## config.mk

```make
export PLATFORM = sky130hd
export DESIGN_NAME = phase_clk_div
export DESIGN_NICKNAME = d
export VERILOG_FILES = /design/src/rtl/cdiv_pkg.sv /design/src/rtl/cdiv_rst_sync.sv /design/src/rtl/cdiv_regs.sv /design/src/rtl/cdiv_phase_ctr.sv /design/src/rtl/cdiv_out_sel.sv /design/src/rtl/phase_clk_div.sv
export SDC_FILE = /design/constraint.sdc
export NUM_CORES = 1
export LEC_CHECK = 0
export BUFFER_PORTS_ARGS = -buffer_cell sky130_fd_sc_hd__buf_2
export CAP_MARGIN = 40
export CELL_PAD_IN_SITES_DETAIL_PLACEMENT = 0
export CELL_PAD_IN_SITES_GLOBAL_PLACEMENT = 1
export CORE_UTILIZATION = 48
export DETAILED_ROUTE_END_ITERATION = 8
export PLACE_DENSITY_LB_ADDON = 0.1
export SETUP_SLACK_MARGIN = 0.15
export SLEW_MARGIN = 40
export SYNTH_ARGS = -nofsm -noshare
export SYNTH_HDL_FRONTEND = slang
export SYNTH_SLANG_ARGS = --single-unit
```

## constraint.sdc

```tcl
create_clock -name clk_ref -period 1.85 [get_ports clk_ref]
set_clock_uncertainty 0.15 [all_clocks]
set_input_delay 0.0925 -clock clk_ref [delete_from_list [all_inputs] [get_ports clk_ref]]
set_output_delay 0.0925 -clock clk_ref [all_outputs]
set_load 0.02 [all_outputs]
```

## src/rtl/cdiv_pkg.sv

```systemverilog
package cdiv_pkg;
  typedef enum logic {
    REG_CTRL = 1'b0,
    REG_GATE = 1'b1
  } cdiv_addr_e;

  function automatic int imax(input int a, input int b);
    return (a > b) ? a : b;
  endfunction
endpackage

```

## src/rtl/cdiv_rst_sync.sv

```systemverilog
module cdiv_rst_sync (
  input  logic clk,
  input  logic rst_n,
  output logic rst_sn
);
  logic [1:0] sync_q;

  always_ff @(posedge clk or negedge rst_n) begin
    if (!rst_n) sync_q <= 2'b00;
    else        sync_q <= {sync_q[0], 1'b1};
  end

  assign rst_sn = sync_q[1];
endmodule

```

## src/rtl/cdiv_regs.sv

```systemverilog
module cdiv_regs
  import cdiv_pkg::*;
#(
  parameter int HI_W = 4,
  parameter int LO_W = 4,
  parameter bit ALWAYS_ON = 1'b0,
  localparam int CTRL_W = 1 + HI_W + LO_W
) (
  input  logic              clk,
  input  logic              rst_n,
  input  logic              sel,
  input  logic              wr,
  input  logic              addr,
  input  logic [CTRL_W-1:0] wdata,
  output logic [CTRL_W-1:0] rdata,
  output logic [CTRL_W-1:0] ctrl,
  output logic              gate
);
  logic [CTRL_W-1:0] ctrl_q, ctrl_n, rdata_q, rdata_n;
  logic              ctrl_we, rd_en;

  assign ctrl_we = sel && wr && (cdiv_addr_e'(addr) == REG_CTRL);
  assign rd_en   = sel && !wr;

  always_comb begin
    ctrl_n = ctrl_q;
    if (ctrl_we) ctrl_n = wdata;
  end

  always_ff @(posedge clk or negedge rst_n) begin
    if (!rst_n) ctrl_q <= '0;
    else        ctrl_q <= ctrl_n;
  end

  generate
    if (ALWAYS_ON) begin : g_gate_fixed
      assign gate = 1'b1;
    end else begin : g_gate_reg
      logic gate_q, gate_n, gate_we;
      assign gate_we = sel && wr && (cdiv_addr_e'(addr) == REG_GATE);
      always_comb begin
        gate_n = gate_q;
        if (gate_we) gate_n = wdata[0];
      end
      always_ff @(posedge clk or negedge rst_n) begin
        if (!rst_n) gate_q <= 1'b0;
        else        gate_q <= gate_n;
      end
      assign gate = gate_q;
    end
  endgenerate

  always_comb begin
    rdata_n = rdata_q;
    if (rd_en) begin
      if (cdiv_addr_e'(addr) == REG_CTRL) rdata_n = ctrl_q;
      else                                rdata_n = {{(CTRL_W-1){1'b0}}, gate};
    end
  end

  always_ff @(posedge clk or negedge rst_n) begin
    if (!rst_n) rdata_q <= '0;
    else        rdata_q <= rdata_n;
  end

  assign rdata = rdata_q;
  assign ctrl  = ctrl_q;

  // a control read returns the word held when the strobe was sampled
  p_read_ctrl_r8: assert property (@(posedge clk) disable iff (!rst_n)
    (rd_en && cdiv_addr_e'(addr) == REG_CTRL) |=> (rdata == $past(ctrl_q)));
endmodule

```

## src/rtl/cdiv_phase_ctr.sv

```systemverilog
module cdiv_phase_ctr
  import cdiv_pkg::*;
#(
  parameter int HI_W = 4,
  parameter int LO_W = 4,
  localparam int CW = imax(HI_W, LO_W)
) (
  input  logic            clk,
  input  logic            rst_n,
  input  logic            run,
  input  logic [HI_W-1:0] hi_cfg,
  input  logic [LO_W-1:0] lo_cfg,
  output logic            div_q
);
  logic [HI_W-1:0] hi_act, hi_n;
  logic [LO_W-1:0] lo_act, lo_n;
  logic [CW-1:0]   cnt_q, cnt_n;
  logic            div_n;
  logic            hi_end, lo_end;

  assign hi_end = (cnt_q == CW'(hi_act));
  assign lo_end = (cnt_q == CW'(lo_act));

  always_comb begin
    div_n = div_q;
    cnt_n = cnt_q;
    hi_n  = hi_act;
    lo_n  = lo_act;
    if (!run) begin
      div_n = 1'b0;
      hi_n  = hi_cfg;
      lo_n  = lo_cfg;
      cnt_n = CW'(lo_cfg);
    end else if (div_q) begin
      if (hi_end) begin
        div_n = 1'b0;
        cnt_n = '0;
      end else begin
        cnt_n = cnt_q + 1'b1;
      end
    end else begin
      if (lo_end) begin
        div_n = 1'b1;
        cnt_n = '0;
        hi_n  = hi_cfg;
        lo_n  = lo_cfg;
      end else begin
        cnt_n = cnt_q + 1'b1;
      end
    end
  end

  always_ff @(posedge clk or negedge rst_n) begin
    if (!rst_n) begin
      div_q  <= 1'b0;
      cnt_q  <= '0;
      hi_act <= '0;
      lo_act <= '0;
    end else begin
      div_q  <= div_n;
      cnt_q  <= cnt_n;
      hi_act <= hi_n;
      lo_act <= lo_n;
    end
  end

  // bypass keeps the divided waveform parked low
  p_bypass_idle_r1: assert property (@(posedge clk) disable iff (!rst_n)
    !run |=> !div_q);
  // the phase counter never passes the applied phase length
  p_hi_bound_r2: assert property (@(posedge clk) disable iff (!rst_n)
    (run && div_q) |-> (cnt_q <= CW'(hi_act)));
  p_lo_bound_r2: assert property (@(posedge clk) disable iff (!rst_n)
    (run && !div_q) |-> (cnt_q <= CW'(lo_act)));
  // applied phase lengths are frozen during a running high phase
  p_hold_phase_r4: assert property (@(posedge clk) disable iff (!rst_n)
    (run && div_q) |=> ($stable(hi_act) && $stable(lo_act)));
endmodule

```

## src/rtl/cdiv_out_sel.sv

```systemverilog
module cdiv_out_sel #(
  parameter bit ALWAYS_ON = 1'b0
) (
  input  logic clk,
  input  logic rst_n,
  input  logic div_en_cfg,
  input  logic gate_cfg,
  input  logic div_q,
  output logic run,
  output logic clk_o
);
  logic mode_act, mode_n, gate_act, gate_n;
  logic apply_ok;

  // On a falling reference edge the reference is low; the divided source
  // must be low as well before either selection may move.
  assign apply_ok = !div_q;

  always_comb begin
    mode_n = mode_act;
    gate_n = gate_act;
    if (apply_ok) begin
      mode_n = div_en_cfg;
      gate_n = gate_cfg;
    end
  end

  always_ff @(negedge clk or negedge rst_n) begin
    if (!rst_n) begin
      mode_act <= 1'b0;
      gate_act <= ALWAYS_ON;
    end else begin
      mode_act <= mode_n;
      gate_act <= gate_n;
    end
  end

  assign run   = mode_act;
  assign clk_o = gate_act & (mode_act ? div_q : clk);

  // a selection change is only ever seen while the divided source is low
  p_switch_low_r9: assert property (@(posedge clk) disable iff (!rst_n)
    ((mode_act != $past(mode_act)) || (gate_act != $past(gate_act))) |-> !div_q);

  generate
    if (ALWAYS_ON) begin : g_on_chk
      // an always-on clock is never gated
      p_never_gated_r6: assert property (@(posedge clk) disable iff (!rst_n)
        gate_act);
    end
  endgenerate
endmodule

```

## src/rtl/phase_clk_div.sv

```systemverilog
module phase_clk_div #(
  parameter int HI_W = 4,
  parameter int LO_W = 4,
  parameter bit ALWAYS_ON = 1'b0,
  localparam int CTRL_W = 1 + HI_W + LO_W
) (
  input  logic              clk_ref,
  input  logic              rst_n,
  input  logic              cfg_sel,
  input  logic              cfg_wr,
  input  logic              cfg_addr,
  input  logic [CTRL_W-1:0] cfg_wdata,
  output logic [CTRL_W-1:0] cfg_rdata,
  output logic              clk_o
);
  localparam int HI_LSB = 1;
  localparam int LO_LSB = HI_LSB + HI_W;

  logic              rst_sn;
  logic [CTRL_W-1:0] ctrl;
  logic              gate;
  logic              run;
  logic              div_q;

  cdiv_rst_sync u_rst (
    .clk   (clk_ref),
    .rst_n (rst_n),
    .rst_sn(rst_sn)
  );

  cdiv_regs #(.HI_W(HI_W), .LO_W(LO_W), .ALWAYS_ON(ALWAYS_ON)) u_regs (
    .clk  (clk_ref),
    .rst_n(rst_sn),
    .sel  (cfg_sel),
    .wr   (cfg_wr),
    .addr (cfg_addr),
    .wdata(cfg_wdata),
    .rdata(cfg_rdata),
    .ctrl (ctrl),
    .gate (gate)
  );

  cdiv_phase_ctr #(.HI_W(HI_W), .LO_W(LO_W)) u_ctr (
    .clk   (clk_ref),
    .rst_n (rst_sn),
    .run   (run),
    .hi_cfg(ctrl[LO_LSB-1:HI_LSB]),
    .lo_cfg(ctrl[CTRL_W-1:LO_LSB]),
    .div_q (div_q)
  );

  cdiv_out_sel #(.ALWAYS_ON(ALWAYS_ON)) u_sel (
    .clk       (clk_ref),
    .rst_n     (rst_sn),
    .div_en_cfg(ctrl[0]),
    .gate_cfg  (gate),
    .div_q     (div_q),
    .run       (run),
    .clk_o     (clk_o)
  );
endmodule

```

==> Yosys cells after proc, flatten, opt, wreduce, memory -nomap -nowiden <==
Index checks and enable logic that the tools add are counted.
{ "totals": {"in_bits": 14, "wordCells": 39, "output_inout_bits": 10, "reg_bits": 36} }
{ "op_classes": {"mux": 16, "n_reduce_logical": 6, "n_bitwise": 2, "n_eq_ne": 4, "add_sub_neg": 1} }
{ "ops": {"columns": ["cell", "n"], "rows": [
  ["$mux W4", 10],
  ["$mux W9", 1],
  ["$eq A4 B4 Y1", 2],
  ["$mux W1", 5],
  ["$add A4 B1 Y4 const B", 1],
  ["$logic_and A1 B1 Y1", 4],
  ["$ne A2 B2 Y1 const B", 2],
  ["$reduce_and A2 Y1", 1],
  ["$and A1 B1 Y1", 1],
  ["$logic_not A1 Y1", 1],
  ["$not A1 Y1", 1]
]} }

==> Depth between registers and ports, before layout <==
{ "logic_depth": {"ltp_word": 4, "ltp_mapped": 5, "ltp_nobuf": 4} }

==> Hierarchy <==
Synthesis repeated with hierarchy kept, for this count alone.
{ "hier_totals": {"hier_cells": 113, "hier_area_um2": 1634.1} }
{ "modules_own_cells": {"columns": ["mod", "cells_per_inst", "area_per_inst_um2", "n_inst"], "rows": [
  ["cdiv_regs", 52, 832.0, 1],
  ["cdiv_phase_ctr", 50, 656.9, 1],
  ["cdiv_out_sel", 8, 91.3, 1],
  ["cdiv_rst_sync", 3, 53.8, 1]
]} }

==> impl_metrics.json <==
{
  "final_util": 0.696,
  "status": "finished with violations",
  "gp_congestion": 0.789,
  "seq_area_frac_synth": 0.580,
  "netlist_instances": 120,
  "hold_violations": 0,
  "holdCritStartpoint": "cfg_sel",
  "drive_gt1_frac": 0.428,
  "place_hpwl_um": 1960,
  "grt_first_pass_wirelength_um": 4940,
  "cp_max_fo": 3,
  "synth_top_cell_area_share": 0.548,
  "yosysTopAreaCell": "dfrtp_1",
  "critical_path_class": "reg2out",
  "grt_antenna_before_repair": 0,
  "synth_edf_count": 0,
  "cellPowerDensity_nw_per_um2": 1510,
  "relSlewSlack": 0.605,
  "worst_pin_slew_ns": 0.593,
  "port_buffers": 23,
  "violations": "negative setup slack",
  "multi_input_area_um2": 666,
  "syn_to_final_growth_pct": 36.9,
  "gr-total-overflow": 0,
  "placed_area_um2": 1780,
  "io_pins": 24,
  "grt_max_degree": 26,
  "drc_errors": 0,
  "crit_start": "u_sel.run",
  "hold-worst-slack_ns": 0.0753,
  "synthArstFlopShare": 1.00,
  "antenna_cells": 0,
  "seqCellArea_um2": 903,
  "row_count": 20,
  "netlist_area_um2": 1550,
  "setup_viol": 17,
  "crit_required_ns": 1.61,
  "crit_slowest_cell": "dfrtn_1",
  "critical_path.cell_chain": "buf_6 -> nand2b_4 -> a21boi_2 -> buf_4",
  "yosys_most_used_dff": "dfrtp_1",
  "pre_cts_ws_ns": -0.355,
  "synth.avg_cell_area_um2": 12.9,
  "rsz0062_at_grt": "yes",
  "dieArea_um2": 3470,
  "max_cap_viol_count": 0,
  "die_w_um": 58.9,
  "dr.pass1.iters": 6,
  "peakVddDrop_uv": 852,
  "tns_ns": -6.24,
  "vias": 1101,
  "grt_usage": 0.204,
  "arrival_ns": 2.27,
  "cts_tree": "done",
  "via_per_inst": 4.92,
  "final_area_um2": 2130,
  "finalPower_mw": 3.20,
  "setup.worst_path.end_class": "output port",
  "postLayoutSetupSlackWorst_ns": -0.658,
  "yosys-top-cells-area": "dfrtp_1 (55%), mux2_2 (8.0%), mux2_4 (5.8%)",
  "wl_um": 3060,
  "drtAntennaViolNets": 0,
  "start_util": 0.509,
  "coreArea_um2": 3050,
  "n_fill_cell": 245,
  "p_leak_nw": 1.02,
  "instances_no_fill": 224,
  "nets": 194,
  "cp_slowest_stage_delay_ns": 0.38,
  "first_global_vias": 1133,
  "synth_most_common_cell": "dfrtp_1",
  "clkTransAtPathRegs_ns": 0.11,
  "clk_latency_ns": 0.44,
  "synth.distinct_cells": 27,
  "synth_nets": 135,
  "r2r-start": "u_sel.run",
  "synth.yosys.warnings": 0,
  "start_kind": "flip-flop",
  "finalMaxSlewViolations": 0,
  "die_h_um": 58.9,
  "hold_class": "in2reg",
  "wl_per_cell_um": 13.6,
  "synth_common_cells": "dfrtp_1 (34), mux2_2 (11), nand2_1 (10)",
  "drt_iter0_markers": 54,
  "dpl.cell_count": 192,
  "ys_seq_elements": 36
}
[registers in the layout (all words and copies together) (netlist names)]
signal	cells
u_ctr.cnt_q	4
u_ctr.div_q	1
u_ctr.hi_act	4
u_ctr.lo_act	4
u_regs.ctrl	9
u_regs.gate	1
u_regs.rdata	9
u_rst.sync_q	2
u_sel.gate_act	1
u_sel.run	1
[worst max-delay path, delay by kind of cell, from the launching register on]
kind	cells	cell delay (ns)
AND/OR/NAND/NOR	1	0.13
AO/OA/AOI/OAI	1	0.11
buffers and inverters	2	0.29
flip-flops	1	0.38
[what timing repair did]
action | CTS | global route
hold buffers | 15 | 0
gates resized for setup | 6 | 8
gates cloned | 1 | 0
buffers inserted | 2 | 3
endpoints found under the hold margin | 28 | 0
pin swaps | 3 | 2
endpoints found under the setup margin | 17 | 17
[logic make-up (layout without fill, tap and decap cells)]
family	Yosys count	in the layout	synth area share
and+or+nand+nor	24	24	0.0782
muxes	20	20	0.159
buffers and inverters	11	70	0.0314
AOI/OAI and AO/OA	17	18	0.0846
DFF	36	36	0.580
xor gates and xnor gates	10	10	0.0564
other	1	1	0.00242
adders and majority gates	1	1	0.00806
[where the power goes]
part,switching (mW),leakage [nW],internal [mW]
Sequential,0.174,0.438,1.04
Combinational,0.619,0.512,0.754
Clock,0.319,0.0679,0.303
[per-layer routing]
layer | GRT usage | part of all wire | vias to the layer above | wire length, um
li1 | - | - | 536 | -
met1 | 0.236 | 0.44 | 541 | 1350
met2 | 0.321 | 0.51 | 22 | 1570
met3 | 0.0923 | 0.038 | 2 | 116
met4 | 0.0986 | 0.0056 | 0 | 17
met5 | 0 | 0 | - | 0
[final cells by class]
cell class                      count  share of cell area
Clock inverter                      2             0.00471
Tap cell                           44              0.0259
Timing Repair Buffer               52               0.182
Clock buffer                       10              0.0383
Multi-Input combinational cell     74               0.313
Sequential cell                    36               0.425
Inverter                            6              0.0106
[path summary, 6_finish.rpt]
| path | to | slack, ns | depth (start not counted) |
|---|---|---|---|
| worst min-delay path | u_regs.ctrl[4] | 0.08 | 4 |
| worst max register to register | u_ctr.hi_act[1] | -0.48 | 4 |
| min in group asynchronous | u_regs.ctrl[1] | 0.17 | 1 |
| max in group asynchronous | u_ctr.div_q | 0.67 | 1 |
| worst min register to register | u_regs.ctrl[1] | 0.17 | 1 |
| worst max-delay path | clk_o | -0.66 | 4 |
[cell usage in the layout (no fill, tap or decap), types with 3 or more instances in the layout]
cell type	count
xnor2_1	4
dfrtp_1	32
o31ai_1	4
clkbuf_4	8
o21ai_0	5
nand2_1	9
nand2b_1	5
buf_4	12
nand3_1	3
inv_1	6
buf_6	4
mux2_2	11
dlygate4sd3_1	15
xor2_1	6
mux2_4	8
buf_2	22
(Power assumes the default switching activity.)
